<file path="config.mk">
export PLATFORM = sky130hd
export DESIGN_NAME = buck_seq
export DESIGN_NICKNAME = d
export VERILOG_FILES = /design/src/rtl/buck_seq_pkg.sv /design/src/rtl/bseq_count.sv /design/src/rtl/bseq_ctrl.sv /design/src/rtl/bseq_out.sv /design/src/rtl/buck_seq.sv
export SDC_FILE = /design/constraint.sdc
export NUM_CORES = 1
export LEC_CHECK = 0
export BUFFER_PORTS_ARGS = -buffer_cell sky130_fd_sc_hd__buf_2
export CELL_PAD_IN_SITES_DETAIL_PLACEMENT = 2
export CELL_PAD_IN_SITES_GLOBAL_PLACEMENT = 2
export CORE_MARGIN = 1.5
export CORE_UTILIZATION = 30
export DETAILED_ROUTE_END_ITERATION = 10
export GPL_ROUTABILITY_DRIVEN = 0
export PLACE_DENSITY_LB_ADDON = 0.1
export SETUP_SLACK_MARGIN = 0.15
export SYNTH_ARGS = -nofsm -noshare
export SYNTH_HDL_FRONTEND = slang
export SYNTH_HIERARCHICAL = 1
export SYNTH_SLANG_ARGS = --single-unit
</file>
<file path="constraint.sdc">
create_clock -name clk -period 2.7 [get_ports clk]
set_input_delay 0.81 -clock clk [delete_from_list [all_inputs] [get_ports clk]]
set_output_delay 0.81 -clock clk [all_outputs]
set_load 0.01 [all_outputs]
</file>
<file path="src/rtl/buck_seq_pkg.sv">
`timescale 1ns/1ps
package buck_seq_pkg;

    typedef enum logic [2:0] {
        ST_OFF    = 3'd0,
        ST_SOFT   = 3'd1,
        ST_RUN    = 3'd2,
        ST_HICCUP = 3'd3,
        ST_LATCH  = 3'd4
    } seq_state_e;

    function automatic logic holds_count_clear(input seq_state_e s);
        return (s == ST_OFF) || (s == ST_RUN) || (s == ST_LATCH);
    endfunction

endpackage

</file>
<file path="src/rtl/bseq_count.sv">
`timescale 1ns/1ps
module bseq_count #(
    parameter int W = 11
) (
    input  logic         clk,
    input  logic         rst,
    input  logic         clr,
    input  logic         inc,
    output logic [W-1:0] cnt,
    output logic         last
);
    always_ff @(posedge clk) begin
        if (rst || clr) cnt <= '0;
        else if (inc)   cnt <= cnt + 1'b1;
    end

    assign last = &cnt;
endmodule

</file>
<file path="src/rtl/bseq_ctrl.sv">
`timescale 1ns/1ps
module bseq_ctrl
    import buck_seq_pkg::*;
(
    input  logic       clk,
    input  logic       rst,
    input  logic       go,
    input  logic       fb_uv,
    input  logic       ocp_trip,
    input  logic       comp_sd,
    input  logic       tick,
    input  logic       cnt_last,
    output seq_state_e st,
    output logic       cnt_clr,
    output logic       cnt_inc
);
    seq_state_e nxt;
    logic       ramp_step;

    assign ramp_step = tick && !comp_sd;

    always_comb begin
        nxt = st;
        if (!go) begin
            nxt = ST_OFF;
        end else begin
            case (st)
                ST_OFF:    nxt = ST_SOFT;
                ST_SOFT:   if (ocp_trip) nxt = ST_LATCH;
                           else if (ramp_step && cnt_last) nxt = ST_RUN;
                ST_RUN:    if (ocp_trip) nxt = ST_LATCH;
                           else if (fb_uv) nxt = ST_HICCUP;
                ST_HICCUP: if (tick && cnt_last) nxt = ST_SOFT;
                ST_LATCH:  nxt = ST_LATCH;
                default:   nxt = ST_OFF;
            endcase
        end
    end

    always_ff @(posedge clk) begin
        if (rst) st <= ST_OFF;
        else     st <= nxt;
    end

    assign cnt_inc = (st == ST_SOFT && ramp_step) || (st == ST_HICCUP && tick);
    assign cnt_clr = (nxt != st) || holds_count_clear(st);


    ocp_latch_chk: assert property (@(posedge clk) disable iff (rst)
        (go && ocp_trip && (st == ST_SOFT || st == ST_RUN)) |=> st == ST_LATCH);


    latch_hold_chk: assert property (@(posedge clk) disable iff (rst)
        (go && st == ST_LATCH) |=> st == ST_LATCH);


    drop_off_chk: assert property (@(posedge clk) disable iff (rst)
        !go |=> st == ST_OFF);


    uv_mask_chk: assert property (@(posedge clk) disable iff (rst)
        (st == ST_SOFT && go && fb_uv && !ocp_trip && !(ramp_step && cnt_last))
        |=> st == ST_SOFT);


    hiccup_entry_chk: assert property (@(posedge clk) disable iff (rst)
        (st == ST_RUN && go && fb_uv && !ocp_trip) |=> st == ST_HICCUP);
endmodule

</file>
<file path="src/rtl/bseq_out.sv">
`timescale 1ns/1ps
module bseq_out
    import buck_seq_pkg::*;
#(
    parameter int W = 11
) (
    input  logic         clk,
    input  logic         rst,
    input  seq_state_e   st,
    input  logic [W-1:0] cnt,
    input  logic         comp_sd,
    input  logic         fb_pg_hi,
    output logic [W-1:0] ss_code,
    output logic         drv_en,
    output logic         pg_release
);
    always_comb begin
        case (st)
            ST_SOFT: ss_code = cnt;
            ST_RUN:  ss_code = '1;
            default: ss_code = '0;
        endcase
    end

    assign drv_en     = (st == ST_SOFT || st == ST_RUN) && !comp_sd;
    assign pg_release = (st == ST_RUN) && fb_pg_hi && !comp_sd;


    pg_drv_chk: assert property (@(posedge clk) disable iff (rst)
        pg_release |-> drv_en);


    ramp_mono_chk: assert property (@(posedge clk) disable iff (rst)
        (st == ST_SOFT && $past(st) == ST_SOFT) |-> ss_code >= $past(ss_code));


    sd_hold_chk: assert property (@(posedge clk) disable iff (rst)
        (st == ST_SOFT && comp_sd) |=> (st != ST_SOFT || $stable(ss_code)));
endmodule

</file>
<file path="src/rtl/buck_seq.sv">
`timescale 1ns/1ps
module buck_seq
    import buck_seq_pkg::*;
#(
    parameter int CODE_W = 11
) (
    input  logic              clk,
    input  logic              rst,
    input  logic              por_ok,
    input  logic              en_hi,
    input  logic              fb_uv,
    input  logic              fb_pg_hi,
    input  logic              ocp_trip,
    input  logic              comp_sd,
    input  logic              cyc_tick,
    output logic [CODE_W-1:0] ss_code,
    output logic              drv_en,
    output logic              pg_release
);
    seq_state_e        st;
    logic              cnt_clr, cnt_inc, cnt_last, go;
    logic [CODE_W-1:0] cnt;

    assign go = por_ok && en_hi;

    bseq_ctrl u_ctrl (
        .clk(clk), .rst(rst), .go(go), .fb_uv(fb_uv), .ocp_trip(ocp_trip),
        .comp_sd(comp_sd), .tick(cyc_tick), .cnt_last(cnt_last),
        .st(st), .cnt_clr(cnt_clr), .cnt_inc(cnt_inc)
    );

    bseq_count #(.W(CODE_W)) u_count (
        .clk(clk), .rst(rst), .clr(cnt_clr), .inc(cnt_inc),
        .cnt(cnt), .last(cnt_last)
    );

    bseq_out #(.W(CODE_W)) u_out (
        .clk(clk), .rst(rst), .st(st), .cnt(cnt), .comp_sd(comp_sd),
        .fb_pg_hi(fb_pg_hi), .ss_code(ss_code), .drv_en(drv_en),
        .pg_release(pg_release)
    );


    start_gate_chk: assert property (@(posedge clk) disable iff (rst)
        !go |=> (!drv_en && ss_code == '0));
endmodule

</file>
Word level (Yosys, flattened, before mapping)

Index checks and enable logic that the tools add are counted.

Bits in registers: 14
Bits of input ports: 9
Logic and storage cells: 34
Output and inout bits: 13

Muxes and demuxes: 8
Reduce and logical (&&, ||, !) cells: 18
Add/sub/neg operators: 1
Eq/ne operators: 5

Operators by type and width:

| cell                  | count |
|---|---|
| $pmux 11 s2           | 1 |
| $mux 3                | 6 |
| $pmux 3 s5            | 1 |
| $add 11x1->11 const B | 1 |
| $reduce_and 11->1     | 1 |
| $logic_and 1x1->1     | 9 |
| $eq 3x2->1 const B    | 2 |
| $logic_or 1x1->1      | 6 |
| $eq 3x1->1 const B    | 1 |
| $eq 3x3->1 const B    | 1 |
| $logic_not 3->1       | 1 |
| $ne 3x3->1            | 1 |
| $logic_not 1->1       | 1 |

Logic depth before layout (Yosys ltp)

Depth after elaboration: 10
Depth in mapped cells: 10
Gate-level depth less buffers: 10

By module

Netlist, hierarchy kept.

By module, submodules not included:

| module     | area each (um2) | times used | cells each | seq. area each (um2) |
|---|---|---|---|---|
| bseq_count | 511.7           | 1          | 57         | 220.2 |
| bseq_ctrl  | 264.0           | 1          | 34         | 60.1 |
| bseq_out   | 219.0           | 1          | 30         | 0.0 |
| buck_seq   | 6.3             | 1          | 1          | 0.0 |

Worst setup path after synthesis

OpenSTA, ideal clock, no wires.

Path type: flip-flop to flip-flop
Start: register u_count.cnt[2]
End: register u_count.cnt[10]
Clock period less this slack: 2.282 ns
Data required time: 2.629 ns
Slack: 0.418 ns
Stages on the path, launching flop included: 11
Data arrival time: 2.212 ns
Path through: dfxtp_1 -> nand4_2 -> buf_6 -> nor3_1 -> and3b_1 -> a32oi_1 -> or3b_1 -> o22a_1 -> or2_2 -> clkbuf_1 -> a21oi_1

Longest elaborated chain between the ends: 9
Elaborated cells on any way between the ends: 12
Those cells by class: add/sub: 1; eq/ne: 1; mux: 5; reduce/logical: 5

Ends and longest elaborated chain:

| element                | line             | RTL |
|---|---|---|
| from (decl)            | bseq_count.sv:9  | `output logic [W-1:0] cnt,` |
| from (signal assigned) | bseq_count.sv:14 | `else if (inc) cnt <= cnt + 1'b1;` |
| $reduce_and 11->1 (*)  | bseq_count.sv:17 | `assign last = &cnt;` |
| via cnt_last           | buck_seq.sv:21   | `logic cnt_clr, cnt_inc, cnt_last, go;` |
| $logic_and 1x1->1      | bseq_ctrl.sv:30  | `else if (ramp_step && cnt_last) nxt = ST_RUN;` |
| $mux 3                 | bseq_ctrl.sv:30  |  |
| $mux 3                 | bseq_ctrl.sv:29  | `ST_SOFT: if (ocp_trip) nxt = ST_LATCH;` |
| $pmux 3 s5 (*)         | bseq_ctrl.sv:27  | `case (st)` |
| $mux 3 (*)             | bseq_ctrl.sv:24  | `if (!go) begin` |
| $ne 3x3->1 (*)         | bseq_ctrl.sv:46  | `assign cnt_clr = (nxt != st) \|\| holds_count_clear(st);` |
| $logic_or 1x1->1 (*)   | bseq_ctrl.sv:46  |  |
| via cnt_clr            | buck_seq.sv:21   |  |
| $logic_or 1x1->1 (*)   | bseq_count.sv:13 | `if (rst \|\| clr) cnt <= '0;` |

The timed path passes the listed nets; every way through them passes the cells marked *.
A chain may end at the register's enable or synchronous reset.

Worst setup path after layout

Start: register u_count.cnt[1]
End: register u_count.cnt[8]

The elaborated chain is that of the path after synthesis.

==> flow_summary.yaml <==
outcome:
  status: "complete, no violations"
clock_tree:
  cts_made_buffers: 3
  postCtsHoldBufs: 0
  worstSkewPairLatency_ns: 0.29
  cts_root_buffer: "clkbuf_4"
  cts.sink_count: 14
  cts.path.max_buffers: 2
  cts-htree-levels: 1
  cts_tree: "done"
  cts.clk_slew.worst_paths_ns: 0.09
power_and_ir_drop:
  p_int_uw: 299
  vdd_drop_max_mv: 0.235
  p_leak_nw: 0.492
  p_sw_uw: 91.9
  switching_share: 0.235
  p_clk_frac: 0.399
  p_per_area_nw_per_um2: 301
  p_total_uw: 391
  pwr-share-seq: 0.531
  p_comb_frac: 0.070
grt:
  met3_usage: 0.0384
  grt_usage: 0.192
  gr-total-overflow: 0
  grt_pass1_vias: 1031
  grt_pass1_wl_um: 5220
  antenna_found_initial: 0
  grt.busiest_layer: "met2"
  met1_usage: 0.253
  grt_max_degree: 20
  use_met2: 0.324
layout:
  areaGrowthSynthToFinish_pct: 29.8
  diodes: 0
  mostFrequentLayoutCells: "buf_2 (21), nand2b_1 (14), buf_4 (13)"
  nets: 163
  instances_no_fill: 196
  final_common_cell: "buf_2"
  drive_above_1_share: 0.428
  finalInstanceArea_um2: 1300
critical_path:
  crit_type: "reg2reg"
  rrSetupSlack_ns: 0.21
  arrival_ns: 2.68
  critPathLaunchType: "flip-flop"
  crit_fanout: 5
  cp_slowest_cell: "or3b_1"
  max_stage_delay_ns: 0.41
  required_ns: 2.89
  worstPathCellList: "ha_4 > nand3_2 > nor3_2 > and3b_1 > a32oi_1 > or3b_1 > o22a_1 > or3_4 > o41ai_4"
  setup.worst_path.end_class: "flip-flop"
placement:
  dp.cells: 187
  place_area_um2: 1160
  dp_hpwl_um: 2410
  io_buffers: 21
synth:
  ys_seq_area_frac: 0.280
  syn_nets: 132
  syn-cell-area_um2: 1000
  synth-seq-cells: 14
  yosysWarnings: 6
  avgSynthCellArea_um2: 8.20
  synth_cell_types: 38
  syn-instance-count: 122
job:
  drv_cap: 0
detailed_routing:
  first_pass_iters: 4
  drc: 0
  vias: 1029
  vias_per_cell: 5.25
  final_antenna_net_count: 0
  drtIter0Drc: 27
  wl_per_cell_um: 16.6
  drt-total-wl_um: 3250
floorplan:
  die_h_um: 60.8
  io_pins: 22
  fp-row-count: 20
  die_w_um: 60.8
  initial_utilization: 0.323
  design.die.area_um2: 3690
  coreArea_um2: 3100
timing:
  finalHoldViolCount: 0
  setup_viol: 0
  maxSlewViolCount: 0
  worst_clock_skew_ns: 0.00274
  fin_crit_ns: 2.49
  fin_setup_tns_ns: 0
  worst_pin_slew_ns: 0.517
  rsz0062_at_grt: "no"
  timing.final.crit_share: 0.924
  maxSlewHeadroom: 0.656
  fmax_ghz: 0.401
hold_path:
  holdCritPathClass: "reg2reg"
-- per-layer routing --
metal  routed length [um]  share of wire  up-vias
met5                    0              0        -
met2                 1610           0.50       17
li1                     -              -      504
met3                   92          0.028        2
met1                 1530           0.47      506
met4                   10         0.0031        0
-- layout make-up --
type	instances	area, um^2
well taps	44	55.1
clock buffers	4	36.3
inverters	3	11.3
multi-input cells	97	702
repair buffers	34	203
fillers	371	1800
flip-flops and latches	14	292
-- power by group through the flow --
| stage | Clock (mW) | Combinational (mW) | Sequential, mW |
|---|---|---|---|
| after floorplan | 0 | 0.0160 | 0.213 |
| after global placement | 0 | 0.0256 | 0.214 |
| after detailed placement | 0 | 0.0270 | 0.214 |
| after CTS | 0.165 | 0.0271 | 0.209 |
| after global routing | 0.176 | 0.0310 | 0.208 |
| final | 0.156 | 0.0275 | 0.207 |
-- synthesized netlist by cell type --
library cell,count,area [um^2]
o31ai_1,3,22.5
clkbuf_1,2,7.51
ha_1,1,12.5
xnor2_1,2,17.5
nand3_1,7,35.0
nor2_1,8,30.0
nor3b_2,1,12.5
xor2_1,3,26.3
nor3b_1,1,7.51
o21ai_0,2,10.0
or3b_1,2,17.5
or3_2,1,7.51
nand2_1,5,18.8
o22a_1,1,8.76
nor4b_1,2,17.5
or4_1,3,22.5
buf_6,4,45.0
or2_2,1,6.26
nand4_1,3,18.8
o21ai_2,11,96.3
inv_1,3,11.3
and3b_1,1,8.76
and2_1,1,6.26
o311ai_0,1,8.76
a32oi_1,1,8.76
or3_1,3,18.8
and2b_1,1,7.51
o41ai_1,1,8.76
a211oi_1,1,7.51
a21oi_1,9,45.0
a211o_1,1,8.76
nand2b_1,14,87.6
mux2i_1,1,10.0
nand4_2,1,12.5
nor3_1,3,15.0
buf_2,2,10.0
dfxtp_1,14,280
o21ai_1,1,5.00
-- repair_timing --
item | CTS | global route
setup endpoints to repair | 4 | 12
gates resized for setup | 3 | 14
setup buffers | 0 | 5
pin swaps | 0 | 8
-- worst max-delay path, delay by kind of cell (launching register included) --
kind            cells  cell delay, ns
compound gates      3            0.60
fa+ha+maj           1            0.15
flops               1            0.39
simple gates        5            1.25
-- sequential cells by signal (all words and copies together), names as in the netlist --
name,cells
u_ctrl/st,3
u_count/cnt,11
-- path summary, 6_finish.rpt --
check	from	end	depth (start not counted)
worst max-delay path	u_count/cnt[1]	u_count/cnt[8]	9
worst min-delay path	u_count/cnt[7]	u_count/cnt[7]	2
worst max register to register	u_count/cnt[1]	u_count/cnt[8]	9
worst min register to register	u_count/cnt[7]	u_count/cnt[7]	2
-- stage by stage --
step	setup WS (ns)	hold slack, ns	utilization
finish	0.206	0.508	0.419
global route	0.109	0.545	0.419
CTS	0.111	0.529	0.388
detailed placement	0.0270	0.517	0.373
global placement	0.258	0.489	0.373
floorplan	0.418	0.465	-
-- logic make-up after synthesis --
kind of cell	after synthesis	share of synthesized area
DFF	14	0.280
muxes	1	0.0100
and+or+nand+nor	58	0.350
xor gates and xnor gates	5	0.0438
adders and majority gates	1	0.0125
buffers and inverters	11	0.0737
AOI/OAI and AO/OA	32	0.230
(Power assumes the default switching activity.)
